[src/rtl/dpr_pkg.sv]
package dpr_pkg;
  localparam int unsigned DW         = 32;
  localparam int unsigned AP_ADDR_W  = 8;
  localparam int unsigned APSEL_LSB  = 24;
  localparam int unsigned APSEL_W    = 8;
  localparam int unsigned APBANK_LSB = 4;
  localparam int unsigned APBANK_W   = 4;
  localparam int unsigned DPBANK_LSB = 0;
  localparam int unsigned DPBANK_W   = 4;

  typedef enum logic [1:0] {
    DP_ID    = 2'b00,
    DP_CTRL  = 2'b01,
    DP_SEL   = 2'b10,
    DP_RDBUF = 2'b11
  } dp_reg_e;

  typedef struct packed {
    logic [APSEL_W-1:0]  apsel;
    logic [APBANK_W-1:0] apbank;
    logic [DPBANK_W-1:0] dpbank;
  } sel_fields_t;

  function automatic sel_fields_t split_select(input logic [DW-1:0] s);
    sel_fields_t f;
    f.apsel  = s[APSEL_LSB +: APSEL_W];
    f.apbank = s[APBANK_LSB +: APBANK_W];
    f.dpbank = s[DPBANK_LSB +: DPBANK_W];
    return f;
  endfunction
endpackage

[src/rtl/dpr_dp_regs.sv]
module dpr_dp_regs
  import dpr_pkg::*;
#(
  parameter logic [DW-1:0] ID_VALUE = 32'h0DB6_0001
) (
  input  logic                clk_i,
  input  logic                rst_ni,
  input  logic                wr_i,
  input  dp_reg_e             reg_i,
  input  logic [DW-1:0]       wdata_i,
  input  logic [DW-1:0]       rdbuf_i,
  output logic [APSEL_W-1:0]  apsel_o,
  output logic [APBANK_W-1:0] apbank_o,
  output logic [DW-1:0]       rdata_o
);
  logic [DW-1:0] select_q;
  logic [DW-1:0] ctrl_q;
  sel_fields_t   fld;

  assign fld      = split_select(select_q);
  assign apsel_o  = fld.apsel;
  assign apbank_o = fld.apbank;

  always_ff @(posedge clk_i or negedge rst_ni) begin
    if (!rst_ni) begin
      select_q <= '0;
      ctrl_q   <= '0;
    end else if (wr_i) begin
      unique case (reg_i)
        DP_SEL:  select_q <= wdata_i;
        DP_CTRL: if (fld.dpbank == '0) ctrl_q <= wdata_i;
        default: ;
      endcase
    end
  end

  always_comb begin
    unique case (reg_i)
      DP_ID:    rdata_o = ID_VALUE;
      DP_CTRL:  rdata_o = (fld.dpbank == '0) ? ctrl_q : '0;
      DP_SEL:   rdata_o = select_q;
      DP_RDBUF: rdata_o = rdbuf_i;
      default:  rdata_o = '0;
    endcase
  end

  p_select_hold_r2: assert property (@(posedge clk_i) disable iff (!rst_ni)
    !(wr_i && reg_i == DP_SEL) |=> $stable(select_q));

  p_ctrl_bank_guard_r8: assert property (@(posedge clk_i) disable iff (!rst_ni)
    (wr_i && reg_i == DP_CTRL && fld.dpbank != '0) |=> $stable(ctrl_q));
endmodule

[src/rtl/dpr_ap_bus.sv]
module dpr_ap_bus
  import dpr_pkg::*;
#(
  parameter int unsigned NUM_AP = 4
) (
  input  logic                 clk_i,
  input  logic                 rst_ni,
  input  logic                 go_i,
  input  logic                 rnw_i,
  input  logic [APSEL_W-1:0]   apsel_i,
  input  logic [APBANK_W-1:0]  bank_i,
  input  logic [1:0]           a_i,
  input  logic [DW-1:0]        wdata_i,
  input  logic [NUM_AP*DW-1:0] ap_rdata_i,
  output logic [NUM_AP-1:0]    ap_sel_o,
  output logic                 ap_strobe_o,
  output logic                 ap_write_o,
  output logic [AP_ADDR_W-1:0] ap_addr_o,
  output logic [DW-1:0]        ap_wdata_o,
  output logic                 rd_done_o,
  output logic [DW-1:0]        rd_data_o
);
  logic [NUM_AP-1:0]    hit_vec;
  logic [NUM_AP-1:0]    sel_q;
  logic                 strobe_q, write_q, rdpend_q;
  logic [AP_ADDR_W-1:0] addr_q;
  logic [DW-1:0]        wdata_q;
  logic [DW-1:0]        lane [NUM_AP];

  for (genvar p = 0; p < NUM_AP; p++) begin : g_port
    assign hit_vec[p] = (apsel_i == APSEL_W'(p));
    assign lane[p]    = sel_q[p] ? ap_rdata_i[p*DW +: DW] : '0;
  end

  always_comb begin
    rd_data_o = '0;
    for (int p = 0; p < NUM_AP; p++) rd_data_o |= lane[p];
  end

  always_ff @(posedge clk_i or negedge rst_ni) begin
    if (!rst_ni) begin
      sel_q    <= '0;
      strobe_q <= 1'b0;
      write_q  <= 1'b0;
      rdpend_q <= 1'b0;
      addr_q   <= '0;
      wdata_q  <= '0;
    end else begin
      sel_q    <= go_i ? hit_vec : '0;
      strobe_q <= go_i && (|hit_vec);
      rdpend_q <= go_i && rnw_i;
      if (go_i) begin
        write_q <= !rnw_i;
        addr_q  <= {bank_i, a_i, 2'b00};
        if (!rnw_i) wdata_q <= wdata_i;
      end
    end
  end

  assign ap_sel_o    = sel_q;
  assign ap_strobe_o = strobe_q;
  assign ap_write_o  = write_q;
  assign ap_addr_o   = addr_q;
  assign ap_wdata_o  = wdata_q;
  assign rd_done_o   = rdpend_q;

  p_strobe_onehot_r4: assert property (@(posedge clk_i) disable iff (!rst_ni)
    ap_strobe_o |-> $countones(ap_sel_o) == 1);

  p_strobe_origin_r4: assert property (@(posedge clk_i) disable iff (!rst_ni)
    ap_strobe_o |-> $past(go_i));

  p_no_sel_idle_r9: assert property (@(posedge clk_i) disable iff (!rst_ni)
    !ap_strobe_o |-> ap_sel_o == '0);
endmodule

[src/rtl/dpr_rdbuf.sv]
module dpr_rdbuf
  import dpr_pkg::*;
(
  input  logic          clk_i,
  input  logic          rst_ni,
  input  logic          load_i,
  input  logic [DW-1:0] data_i,
  output logic [DW-1:0] value_o
);
  logic [DW-1:0] buf_q;

  // bypass so a result completing now is visible to this cycle's request
  assign value_o = load_i ? data_i : buf_q;

  always_ff @(posedge clk_i or negedge rst_ni) begin
    if (!rst_ni)     buf_q <= '0;
    else if (load_i) buf_q <= data_i;
  end
endmodule

[src/rtl/dp_ap_router.sv]
module dp_ap_router
  import dpr_pkg::*;
#(
  parameter int unsigned   NUM_AP   = 4,
  parameter logic [31:0]   ID_VALUE = 32'h0DB6_0001
) (
  input  logic                 clk_i,
  input  logic                 rst_ni,
  input  logic                 req_valid_i,
  input  logic                 req_apndp_i,
  input  logic                 req_rnw_i,
  input  logic [1:0]           req_addr_i,
  input  logic [31:0]          req_wdata_i,
  output logic                 rsp_valid_o,
  output logic [31:0]          rsp_rdata_o,
  output logic [NUM_AP-1:0]    ap_sel_o,
  output logic                 ap_strobe_o,
  output logic                 ap_write_o,
  output logic [7:0]           ap_addr_o,
  output logic [31:0]          ap_wdata_o,
  input  logic [NUM_AP*32-1:0] ap_rdata_i
);
  logic                dp_go, ap_go;
  logic [APSEL_W-1:0]  apsel;
  logic [APBANK_W-1:0] apbank;
  logic [DW-1:0]       dp_rdata, rdbuf_val, rd_data;
  logic                rd_done;
  logic                rsp_valid_q;
  logic [DW-1:0]       rsp_rdata_q;

  assign dp_go = req_valid_i && !req_apndp_i;
  assign ap_go = req_valid_i &&  req_apndp_i;

  dpr_dp_regs #(.ID_VALUE(ID_VALUE)) u_dp_regs (
    .clk_i    (clk_i),
    .rst_ni   (rst_ni),
    .wr_i     (dp_go && !req_rnw_i),
    .reg_i    (dp_reg_e'(req_addr_i)),
    .wdata_i  (req_wdata_i),
    .rdbuf_i  (rdbuf_val),
    .apsel_o  (apsel),
    .apbank_o (apbank),
    .rdata_o  (dp_rdata)
  );

  dpr_ap_bus #(.NUM_AP(NUM_AP)) u_ap_bus (
    .clk_i       (clk_i),
    .rst_ni      (rst_ni),
    .go_i        (ap_go),
    .rnw_i       (req_rnw_i),
    .apsel_i     (apsel),
    .bank_i      (apbank),
    .a_i         (req_addr_i),
    .wdata_i     (req_wdata_i),
    .ap_rdata_i  (ap_rdata_i),
    .ap_sel_o    (ap_sel_o),
    .ap_strobe_o (ap_strobe_o),
    .ap_write_o  (ap_write_o),
    .ap_addr_o   (ap_addr_o),
    .ap_wdata_o  (ap_wdata_o),
    .rd_done_o   (rd_done),
    .rd_data_o   (rd_data)
  );

  dpr_rdbuf u_rdbuf (
    .clk_i   (clk_i),
    .rst_ni  (rst_ni),
    .load_i  (rd_done),
    .data_i  (rd_data),
    .value_o (rdbuf_val)
  );

  always_ff @(posedge clk_i or negedge rst_ni) begin
    if (!rst_ni) begin
      rsp_valid_q <= 1'b0;
      rsp_rdata_q <= '0;
    end else begin
      rsp_valid_q <= req_valid_i;
      if (req_valid_i)
        rsp_rdata_q <= !req_rnw_i ? '0 : (req_apndp_i ? rdbuf_val : dp_rdata);
    end
  end

  assign rsp_valid_o = rsp_valid_q;
  assign rsp_rdata_o = rsp_rdata_q;

  p_rsp_latency_r10: assert property (@(posedge clk_i) disable iff (!rst_ni)
    req_valid_i |=> rsp_valid_o);

  p_dp_quiet_r10: assert property (@(posedge clk_i) disable iff (!rst_ni)
    (req_valid_i && !req_apndp_i) |=> !ap_strobe_o);

  p_id_read_r7: assert property (@(posedge clk_i) disable iff (!rst_ni)
    (req_valid_i && !req_apndp_i && req_rnw_i && req_addr_i == 2'b00)
      |=> rsp_rdata_o == ID_VALUE);
endmodule

[config.mk]
export PLATFORM = sky130hd
export DESIGN_NAME = dp_ap_router
export DESIGN_NICKNAME = d
export VERILOG_FILES = /design/src/rtl/dpr_pkg.sv /design/src/rtl/dpr_dp_regs.sv /design/src/rtl/dpr_ap_bus.sv /design/src/rtl/dpr_rdbuf.sv /design/src/rtl/dp_ap_router.sv
export SDC_FILE = /design/constraint.sdc
export NUM_CORES = 1
export LEC_CHECK = 0
export BUFFER_PORTS_ARGS = -buffer_cell sky130_fd_sc_hd__buf_2
export CAP_MARGIN = 0
export CORE_MARGIN = 2
export CORE_UTILIZATION = 55
export DETAILED_ROUTE_END_ITERATION = 16
export PLACE_DENSITY = 0.86
export SYNTH_ARGS = -nofsm -noshare
export SYNTH_HDL_FRONTEND = slang
export SYNTH_SLANG_ARGS = --single-unit
[constraint.sdc]
create_clock -name clk_i -period 4.2 [get_ports clk_i]
set_input_delay 0 -clock clk_i [delete_from_list [all_inputs] [get_ports clk_i]]
set_output_delay 0 -clock clk_i [all_outputs]
set_load 0.005 [all_outputs]
==> results.toml <==
[outcome]
status = "complete, no violations"

[setup_path]
path_buf_inv = 1
critical_path.startpoint_type = "flip-flop"
path_delay_family = "flip-flops"
cp_max_fo = 33
cp_cell_sequence = "a22oi_1 > a31oi_1 > dlygate4sd3_1"
path_class = "flip-flop to flip-flop"
arrival_ps = 2710
cpPeakStageDelay_ps = 1060
cp-end-kind = "flip-flop"
cp_data_required_time_ps = 4560
slowest_stage = "dfrtp_1"

[die]
die-area_sq_um = 14700
rows = 42
core_area_sq_um = 13300
dieWidth_um = 121
ios = 246
die_h_um = 121
initial_core_util_pct = 56.7

[yosys]
ys_ff_latch = 174
ys_seq_area_share_pct = 57.8
syn_area_per_cell_sq_um = 12.9
synth_cells = 586
yosysUniqueCellTypes = 33
netlist_area_sq_um = 7540
yosysWarningCount = 0

[job]
maxCapViolCount = 0

[sta]
rsz0062_at_grt = "no"
post-route-period-util_pct = 56.0
slew_headroom_pct = 24.6
setup_viol = 0
fin_skew_ps = 7.45
setup_ws_ps = 1850
finalMaxSlewViolations = 0
fin_setup_tns_ps = 0
worst_pin_slew_ps = 1130
max_freq_mhz = 425
hold_violations = 0
fin_crit_ps = 2350
hold_ws_ps = 8.35

[cells_and_area]
drive_above_1_share_pct = 45.5
syn_to_final_growth_pct = 31.1
nets = 1013
final_area_sq_um = 9880
final_common_cell = "buf_2"
final_util_pct = 74.3
final_cell_mix = "242 x buf_2, 173 x dfrtp_1, 100 x mux2_2"
nFillCells = 850

[global_route]
grt_pass1_vias = 6150
grt.overflow.total = 0
grtUsageTotal_pct = 30.7
grt_max_degree = 69
grt_pass1_wl_mm = 33.7
antenna_found_initial = 2

[placed_design]
dp_hpwl_mm = 14.9
dpl_worst_slack_ps = 1820
io_buffers = 243
gp_congestion = 0.846
postPlaceCellArea_sq_um = 8840

[route]
drt_pass1_iterations = 5
drc = 0
dr_total_vias = 6157
wl_per_cell_um = 21.3
ant_nets = 0
drt_iter0_markers = 641
postRouteWirelength_mm = 22.1
via_per_inst = 5.94

[hold_path]
hold_path.class = "primary input to flip-flop"

[power_and_ir_drop]
clock_power_share_pct = 36.0
p_leak_nw = 4.65
pwr_density_cell_nw_per_um2 = 478
power.internal_mw = 3.47
ir_drop_mv = 0.377
p_switching_mw = 1.25
pwr-share-seq_pct = 46.7
switching_share_pct = 26.4
p_comb_share_pct = 17.3

[clock_tree]
clkSinkCount = 174
cts_tree = "built"
htreeDepth = 4
clk_path_buf_depth = 2
clk_pin_slew_ps = 60
cts_buffers = 17
cts-root-buf = "clkbuf_16"
clock_latency_ps = 430
-- synthesized netlist by cell type --
master     instances  area share, %
nand2_2            1          0.083
and2b_2            1           0.12
dfrtp_1          174             58
buf_4              2           0.20
o22ai_1            9           0.75
nor3b_1            2           0.20
buf_1              7           0.35
a221o_1           32            4.3
nand4bb_1          1           0.15
nor2_1            36            1.8
and3_1             2           0.17
inv_2              1          0.050
nor3b_2            1           0.17
a31oi_1           32            2.7
or4_4              1           0.15
inv_1              9           0.45
a32o_1            23            3.1
nand3_1            1          0.066
clkbuf_1          31            1.5
nand2_1            4           0.20
buf_2             10           0.66
nor3_1             1          0.066
and3b_1            1           0.12
or4_1              1           0.10
a21oi_1            1          0.066
nand3b_1           1           0.10
nor4b_4            1           0.32
or2_2              1          0.083
mux2_1             2           0.30
conb_1             1          0.050
nor2b_1           32            2.7
a22oi_1           64            6.4
mux2_2           100             15
-- power groups by stage --
stage / logic (mW) / registers, mW / clock network [mW]
after floorplan: 0.420 / 2.17 / 0
after global placement: 0.741 / 2.20 / 0
after detailed placement: 0.772 / 2.22 / 0
after CTS: 0.810 / 2.20 / 1.70
after global routing: 0.890 / 2.24 / 1.77
final: 0.816 / 2.21 / 1.70
-- worst paths after layout --
path                       cells past startpoint  slack [ps]                 start                    to
min in group asynchronous                      2         150                rst_ni  u_dp_regs.ctrl_q[18]
min reg2reg                                    2         470   u_ap_bus.ap_write_o   u_ap_bus.ap_write_o
max                                            3        1850  u_ap_bus.ap_sel_o[0]      u_rdbuf.buf_q[9]
min                                            3           8       ap_rdata_i[103]      u_rdbuf.buf_q[7]
max in group asynchronous                      3        2890                rst_ni    u_ap_bus.rd_done_o
max reg2reg                                    3        1850  u_ap_bus.ap_sel_o[0]      u_rdbuf.buf_q[9]
-- what timing repair did --
item,4_1_cts,5_1_grt
endpoints found under the hold margin,166,0
setup endpoints to repair,0,0
setup buffers,0,0
resized for setup,0,0
hold buffers,39,0
-- per-stage QoR --
step,power (mW),std cells
2_1_floorplan,2.59,587
3_3_place_gp,2.94,964
3_5_place_dp,2.99,964
4_1_cts,4.71,1035
5_1_grt,4.90,1037
6_report,4.72,1037
-- layer usage --
layer / vias to the layer above / track usage [%] / share of wire (%)
met3: 38 / 5.59 / 6.7
met2: 271 / 50.5 / 50
met5: - / 0 / 0
li1: 2755 / - / -
met4: 0 / 13.7 / 2.7
met1: 3093 / 39.9 / 41
-- state kept, by name, summed over array words and instances, names as in the netlist --
register              flops
u_ap_bus.ap_write_o       1
u_ap_bus.ap_sel_o         4
u_ap_bus.ap_wdata_o      32
rsp_valid_o               1
u_ap_bus.ap_strobe_o      1
u_dp_regs.select_q       32
u_rdbuf.buf_q            32
u_ap_bus.rd_done_o        1
u_dp_regs.ctrl_q         32
u_ap_bus.ap_addr_o        6
rsp_rdata_o              32
-- worst register-to-register path, cell delays in order (launching register included) --
cell and delay, ps:
dfrtp_1 1060, a22oi_1 280, a31oi_1 340, dlygate4sd3_1 600
-- area by class of cell --
| cell class | instances | area (sq um) | area share (%) |
|---|---|---|---|
| antenna | 2 | 5.00 | 0.0507 |
| clock buffer | 20 | 457 | 4.62 |
| clock inverter | 12 | 183 | 1.85 |
| inverter | 10 | 37.5 | 0.380 |
| multi-input combinational | 353 | 2950 | 29.8 |
| sequential | 174 | 4360 | 44.1 |
| tap | 176 | 220 | 2.23 |
| timing repair buffer | 290 | 1670 | 16.9 |
-- cell families after synthesis --
family,count (synthesis),share of synthesized area (%)
AOI/OAI and AO/OA,161,17.2
buffers and inverters,60,3.25
DFF,174,57.8
muxes,102,15.2
other,1,0.0498
and+or+nand+nor,88,6.52
No activity file was read; power rests on OpenSTA's default activity.
